## src/rtl/ras_pkg.sv

```systemverilog
package ras_pkg;

    typedef enum logic [1:0] {
        OP_IDLE = 2'b00,
        OP_POP  = 2'b01,
        OP_PUSH = 2'b10,
        OP_SWAP = 2'b11
    } stk_op_e;

endpackage

```

## src/rtl/ras_store.sv

```systemverilog
module ras_store
    import ras_pkg::*;
#(
    parameter int AW    = 13,
    parameter int DEPTH = 8,
    localparam int PW   = (DEPTH > 1) ? $clog2(DEPTH) : 1,
    localparam int LW   = $clog2(DEPTH + 1)
) (
    input  logic          clk,
    input  logic          rst_n,
    input  logic          push_i,
    input  logic          pop_i,
    input  logic [AW-1:0] din_i,
    output logic [AW-1:0] top_o,
    output logic [LW-1:0] level_o,
    output logic          full_o,
    output logic          empty_o
);

    typedef struct packed {
        logic [DEPTH-1:0][AW-1:0] mem;
        logic [PW-1:0]            wptr;
        logic [LW-1:0]            lvl;
    } st_t;

    st_t st_d, st_q;

    function automatic logic [PW-1:0] ptr_inc(input logic [PW-1:0] p);
        return (p == PW'(DEPTH - 1)) ? '0 : p + PW'(1);
    endfunction

    function automatic logic [PW-1:0] ptr_dec(input logic [PW-1:0] p);
        return (p == '0) ? PW'(DEPTH - 1) : p - PW'(1);
    endfunction

    stk_op_e op;
    logic    pop_ok;

    always_comb begin
        st_d   = st_q;
        pop_ok = pop_i && (st_q.lvl != '0);
        op     = stk_op_e'({push_i, pop_ok});
        unique case (op)
            OP_POP: begin
                st_d.wptr = ptr_dec(st_q.wptr);
                st_d.lvl  = st_q.lvl - LW'(1);
            end
            OP_PUSH: begin
                st_d.mem[st_q.wptr] = din_i;
                st_d.wptr           = ptr_inc(st_q.wptr);
                if (st_q.lvl != LW'(DEPTH))
                    st_d.lvl = st_q.lvl + LW'(1);
            end
            OP_SWAP: begin
                st_d.mem[ptr_dec(st_q.wptr)] = din_i;
            end
            default: ;
        endcase
    end

    always_ff @(posedge clk or negedge rst_n) begin
        if (!rst_n) st_q <= '0;
        else        st_q <= st_d;
    end

    assign top_o   = st_q.mem[ptr_dec(st_q.wptr)];
    assign level_o = st_q.lvl;
    assign full_o  = (st_q.lvl == LW'(DEPTH));
    assign empty_o = (st_q.lvl == '0);

endmodule

```

## src/rtl/ras_irq_gate.sv

```systemverilog
module ras_irq_gate (
    input  logic clk,
    input  logic rst_n,
    input  logic irq_req_i,
    input  logic irq_en_i,
    input  logic full_i,
    input  logic call_i,
    input  logic pop_i,
    output logic pend_o,
    output logic ack_o
);

    typedef struct packed {
        logic pend;
    } gate_t;

    gate_t g_d, g_q;
    logic  ack;

    always_comb begin
        ack      = g_q.pend && irq_en_i && !full_i && !call_i && !pop_i;
        g_d.pend = (g_q.pend && !ack) || irq_req_i;
    end

    always_ff @(posedge clk or negedge rst_n) begin
        if (!rst_n) g_q <= '0;
        else        g_q <= g_d;
    end

    assign pend_o = g_q.pend;
    assign ack_o  = ack;

endmodule

```

## src/rtl/ras_irq_stack.sv

```systemverilog
module ras_irq_stack #(
    parameter int AW    = 13,
    parameter int DEPTH = 8,
    localparam int LW   = $clog2(DEPTH + 1)
) (
    input  logic          clk,
    input  logic          rst_n,
    input  logic          call_i,
    input  logic          pop_i,
    input  logic [AW-1:0] ret_addr_i,
    input  logic          irq_req_i,
    input  logic          irq_en_i,
    output logic [AW-1:0] top_o,
    output logic [LW-1:0] level_o,
    output logic          full_o,
    output logic          empty_o,
    output logic          irq_pend_o,
    output logic          irq_ack_o
);

    logic push;

    assign push = call_i || irq_ack_o;

    ras_store #(.AW(AW), .DEPTH(DEPTH)) u_store (
        .clk     (clk),
        .rst_n   (rst_n),
        .push_i  (push),
        .pop_i   (pop_i),
        .din_i   (ret_addr_i),
        .top_o   (top_o),
        .level_o (level_o),
        .full_o  (full_o),
        .empty_o (empty_o)
    );

    ras_irq_gate u_gate (
        .clk       (clk),
        .rst_n     (rst_n),
        .irq_req_i (irq_req_i),
        .irq_en_i  (irq_en_i),
        .full_i    (full_o),
        .call_i    (call_i),
        .pop_i     (pop_i),
        .pend_o    (irq_pend_o),
        .ack_o     (irq_ack_o)
    );

endmodule

```

## config.mk

```make
export PLATFORM = sky130hd
export DESIGN_NAME = ras_irq_stack
export DESIGN_NICKNAME = d
export VERILOG_FILES = /design/src/rtl/ras_pkg.sv /design/src/rtl/ras_store.sv /design/src/rtl/ras_irq_gate.sv /design/src/rtl/ras_irq_stack.sv
export SDC_FILE = /design/constraint.sdc
export NUM_CORES = 1
export LEC_CHECK = 0
export ABC_AREA = 1
export BUFFER_PORTS_ARGS = -buffer_cell sky130_fd_sc_hd__buf_2
export CORE_MARGIN = 10
export CORE_UTILIZATION = 60
export CTS_CLUSTER_DIAMETER = 150
export DETAILED_ROUTE_END_ITERATION = 10
export PLACE_DENSITY = 0.79
export SLEW_MARGIN = 30
export SYNTH_ARGS = -nofsm -noshare
export SYNTH_HDL_FRONTEND = slang
export SYNTH_SLANG_ARGS = --single-unit
export TNS_END_PERCENT = 20
```

## constraint.sdc

```tcl
create_clock -name clk -period 6.5 [get_ports clk]
set_clock_uncertainty 0.05 [all_clocks]
set_input_delay 0.325 -clock clk [delete_from_list [all_inputs] [get_ports clk]]
set_output_delay 0.325 -clock clk [all_outputs]
set_load 0.02 [all_outputs]
```

==> flow_summary.rst <==
.. list-table::
   :header-rows: 1

   * - Metric
     - Value
   * - Layout cell share with drive strength beyond 1
     - 0.0880
   * - Layer with the highest usage
     - met2
   * - Max IR drop VDD
     - about 0.45 mV
   * - Area enclosed by the die boundary
     - roughly 0.014 mm^2
   * - Data required time at the worst endpoint
     - 6.12 ns
   * - Clock network power share
     - 0.119
   * - First-pass GRT wire length
     - between 20 and 25 mm
   * - RSZ-0062 raised after global routing
     - false
   * - Area growth from synthesis to layout
     - 7.09%
   * - Fraction of power consumed by combinational cells
     - 0.552
   * - Hold WS
     - roughly 0.073 ns
   * - Worst setup path category
     - flip-flop to primary output
   * - Post-CTS sizing
     - 0
   * - CP Capture Type
     - primary output
   * - Setup TNS
     - 0 ns
   * - Number of buffers between clock root and the deepest sink
     - 2
   * - Fin worst setup slack
     - 3.00 ns
   * - Top-level port count
     - 40
   * - Switching power total
     - approximately 0.0018 W
   * - Most frequent cells in the layout
     - sky130_fd_sc_hd__nand2_1, sky130_fd_sc_hd__dfrtp_1, sky130_fd_sc_hd__o21ai_1
   * - Width of the die
     - around 120 um
   * - Met1 layer usage reported by global route
     - 0.255
   * - Antenna cell count
     - 0
   * - Share of the cycle needed by the critical path after routing
     - 0.538
   * - Average wire per cell in the routed design
     - 15.3 um
   * - Final Hold Viols
     - 0
   * - Sw frac
     - 0.495
   * - Initial core utilization
     - 0.620
   * - Violation count after the first detailed-route iteration
     - 674
   * - Sum of routed wire length over all layers
     - approximately 14 mm
   * - Number of antenna violations at the first check in global routing
     - 0
   * - Global-route congestion overflow total
     - 0
   * - Peak clock frequency supported by timing
     - ~0.29 GHz
   * - Endpoints failing setup
     - 0
   * - Sink count of the clock tree
     - approximately 110
   * - Status
     - finished clean
   * - Crit start category
     - flip-flop
   * - Height of the die
     - 118 um
   * - DP Area
     - ~0.0059 mm^2
   * - Cell Rows
     - 35
   * - Number of optimization iterations in the first detailed-route pass
     - 6
   * - CORE AREA
     - approximately 0.0093 mm^2
   * - Max-slew violation count
     - 0
   * - Post-Place Worst Slack
     - approximately 3.2 ns
   * - Routed Antenna Nets
     - 0
   * - Critical path fanouts, max
     - 36
   * - TritonCTS clock tree
     - done
   * - Final Net Count
     - 832
   * - Met2 layer usage reported by global route
     - 0.343
   * - Yosys warns
     - 0
   * - Vias per std cell
     - approximately 5.5
   * - Number of inserted filler cells in the final layout
     - 829
   * - Path category of the worst min-delay check
     - input pin to flip-flop
   * - Final instance area
     - 0.00616 mm^2
   * - Number of I/O port buffers
     - 39
   * - Global routing usage on met3
     - 0.0408
   * - Total global-route track usage
     - 0.204
   * - Tot Pwr
     - between 0.003 and 0.004 W
   * - Crit path DAT
     - approximately 3.1 ns
   * - Number of distinct library cell variants in the gate-level netlist after synthesis
     - 26
   * - Total internal power
     - 0.00185 W
   * - Seq/Total Area, Yosys
     - 0.487
   * - Number of buffers created by CTS
     - 9
   * - Flops & latches, synth
     - between 100 and 150
   * - Register clock-pin slew on the reported worst setup and hold paths
     - 0.11 ns
   * - Fraction of power consumed by sequential logic
     - 0.329
   * - Post-synth design cell area
     - around 0.0058 mm^2
   * - Cell chosen for the clock root
     - sky130_fd_sc_hd__clkbuf_8
   * - Origin of the critical flop-to-flop path
     - u_store.st_q[4]
   * - Gate count after technology mapping
     - about 800
   * - Number of violations of the max-capacitance limit
     - 0
   * - Final Critical Period
     - roughly 3.5 ns
   * - Post-route DRC
     - 0
   * - Max-Slew Margin vs Limit
     - 0.409
   * - Via count of the first global-routing pass
     - 4919
   * - Maximum level of the CTS H-tree
     - 3
   * - Mean area per synthesized cell
     - around 7.3 um^2
   * - GP Congestion
     - between 0.9 and 1
   * - Count of buffers added by post-CTS timing repair for setup
     - 0
   * - Largest net degree at the start of global routing
     - just over 80
   * - Power Dens Cells
     - 594 mW/mm^2
   * - Post-detail-place hpwl
     - between 9 and 10 mm
   * - Clock latency of the later-clocked register in the worst-skew pair
     - ~0.37 ns
   * - Vias post-DR
     - between 5000 and 6000
   * - Startpoint of the most critical setup path
     - u_store.st_q[4]
   * - Leak pwr
     - 3.38 nW
   * - Min-Delay Startpoint
     - irq_req_i
   * - Actual slew at the worst max-slew pin
     - ~0.88 ns
   * - Most common cell after layout, fill and taps aside
     - sky130_fd_sc_hd__nand2_1
   * - Post-synth net total
     - roughly 800
through the flow:
step,utilization,std cells
6_report,0.664,936
5_1_grt,0.664,936
4_1_cts,0.659,935
3_5_place_dp,0.637,919
3_3_place_gp,0.636,919
2_1_floorplan,-,791
final timing paths:
path / end / slack, ns / cells past startpoint
hold / removal: u_gate.pend_o / 0.07 / 2
max in group asynchronous: u_store.st_q[46] / 4.96 / 3
min in group asynchronous: u_store.st_q[76] / 0.38 / 2
setup reg to reg: u_store.st_q[108] / 3.14 / 11
setup / recovery: top_o[11] / 3.00 / 13
hold reg to reg: u_store.st_q[46] / 0.45 / 2
synth_stat cells:
| library cell | number | area share |
|---|---|---|
| sky130_fd_sc_hd__a21o_1 | 1 | 0.0013 |
| sky130_fd_sc_hd__buf_2 | 20 | 0.017 |
| sky130_fd_sc_hd__and2_1 | 1 | 0.0011 |
| sky130_fd_sc_hd__xor2_1 | 2 | 0.0030 |
| sky130_fd_sc_hd__nand3_1 | 39 | 0.034 |
| sky130_fd_sc_hd__buf_6 | 1 | 0.0020 |
| sky130_fd_sc_hd__inv_1 | 44 | 0.029 |
| sky130_fd_sc_hd__xnor2_1 | 1 | 0.0015 |
| sky130_fd_sc_hd__nor4_1 | 1 | 0.0011 |
| sky130_fd_sc_hd__nand3b_1 | 1 | 0.0013 |
| sky130_fd_sc_hd__o21ai_1 | 96 | 0.083 |
| sky130_fd_sc_hd__o21ai_2 | 1 | 0.0015 |
| sky130_fd_sc_hd__ha_1 | 10 | 0.022 |
| sky130_fd_sc_hd__nor2_4 | 1 | 0.0020 |
| sky130_fd_sc_hd__buf_4 | 12 | 0.016 |
| sky130_fd_sc_hd__nor2_1 | 6 | 0.0039 |
| sky130_fd_sc_hd__buf_1 | 2 | 0.0013 |
| sky130_fd_sc_hd__o21ai_0 | 5 | 0.0043 |
| sky130_fd_sc_hd__a22oi_1 | 1 | 0.0013 |
| sky130_fd_sc_hd__nand4_1 | 5 | 0.0054 |
| sky130_fd_sc_hd__a21oi_1 | 3 | 0.0026 |
| sky130_fd_sc_hd__clkbuf_1 | 9 | 0.0059 |
| sky130_fd_sc_hd__nand2_2 | 2 | 0.0022 |
| sky130_fd_sc_hd__dfrtp_1 | 112 | 0.49 |
| sky130_fd_sc_hd__inv_2 | 5 | 0.0033 |
| sky130_fd_sc_hd__nand2_1 | 410 | 0.27 |
power groups by stage:
stage | combinational [W] | sequential, W | clock (W)
global route | 0.00229 | 0.00124 | 0.000469
CTS | 0.00199 | 0.00120 | 0.000442
floorplan | 0.00152 | 0.00116 | 0
detailed placement | 0.00198 | 0.00121 | 0
finish | 0.00202 | 0.00120 | 0.000438
global placement | 0.00193 | 0.00120 | 0
repair_timing:
action,in CTS,in global routing
hold buffers,1,0
endpoints found under the hold margin,31,0
setup endpoints to repair,0,0
registers in the layout (all words and copies together) (netlist names):
signal           flops
u_store.st_q       107
u_store.level_o      4
u_gate.pend_o        1
routing by layer:
layer	vias up	share of wire
met3	37	0.066
li1	2493	-
met2	206	0.49
met1	2456	0.41
met4	0	0.029
met5	-	0
cells by family (layout without fill, tap and decap cells):
logic type,count (synthesis),after routing,share of synthesized area
and+or+nand+nor,466,466,0.318
AOI/OAI and AO/OA,107,107,0.0945
adders and majority gates,10,10,0.0217
DFF,112,112,0.487
xor gates and xnor gates,3,3,0.00457
buffers and inverters,93,109,0.0741
layout make-up:
cell class	instances	area, um^2	share of cell area
clock buffer	11	141	0.0229
clock inverter	4	61.3	0.00995
inverter	49	184	0.0298
multi-input combinational	586	2540	0.413
sequential	112	2800	0.455
tap	129	161	0.0262
timing repair buffer	45	269	0.0436
worst max-delay path, cell delays in order, from the launching register on:
cell                      delay, ns
sky130_fd_sc_hd__dfrtp_1       0.51
sky130_fd_sc_hd__inv_2         0.18
sky130_fd_sc_hd__ha_1          0.17
sky130_fd_sc_hd__ha_1          0.23
sky130_fd_sc_hd__inv_2         0.07
sky130_fd_sc_hd__nand2_2       0.46
sky130_fd_sc_hd__buf_4         0.47
sky130_fd_sc_hd__nand2_1       0.09
sky130_fd_sc_hd__nand2_1       0.09
sky130_fd_sc_hd__nand2_1       0.05
sky130_fd_sc_hd__nand2_1       0.08
sky130_fd_sc_hd__nand2_1       0.05
sky130_fd_sc_hd__nand2_1       0.10
sky130_fd_sc_hd__buf_2         0.17
Power figures use the tool's default switching activity.
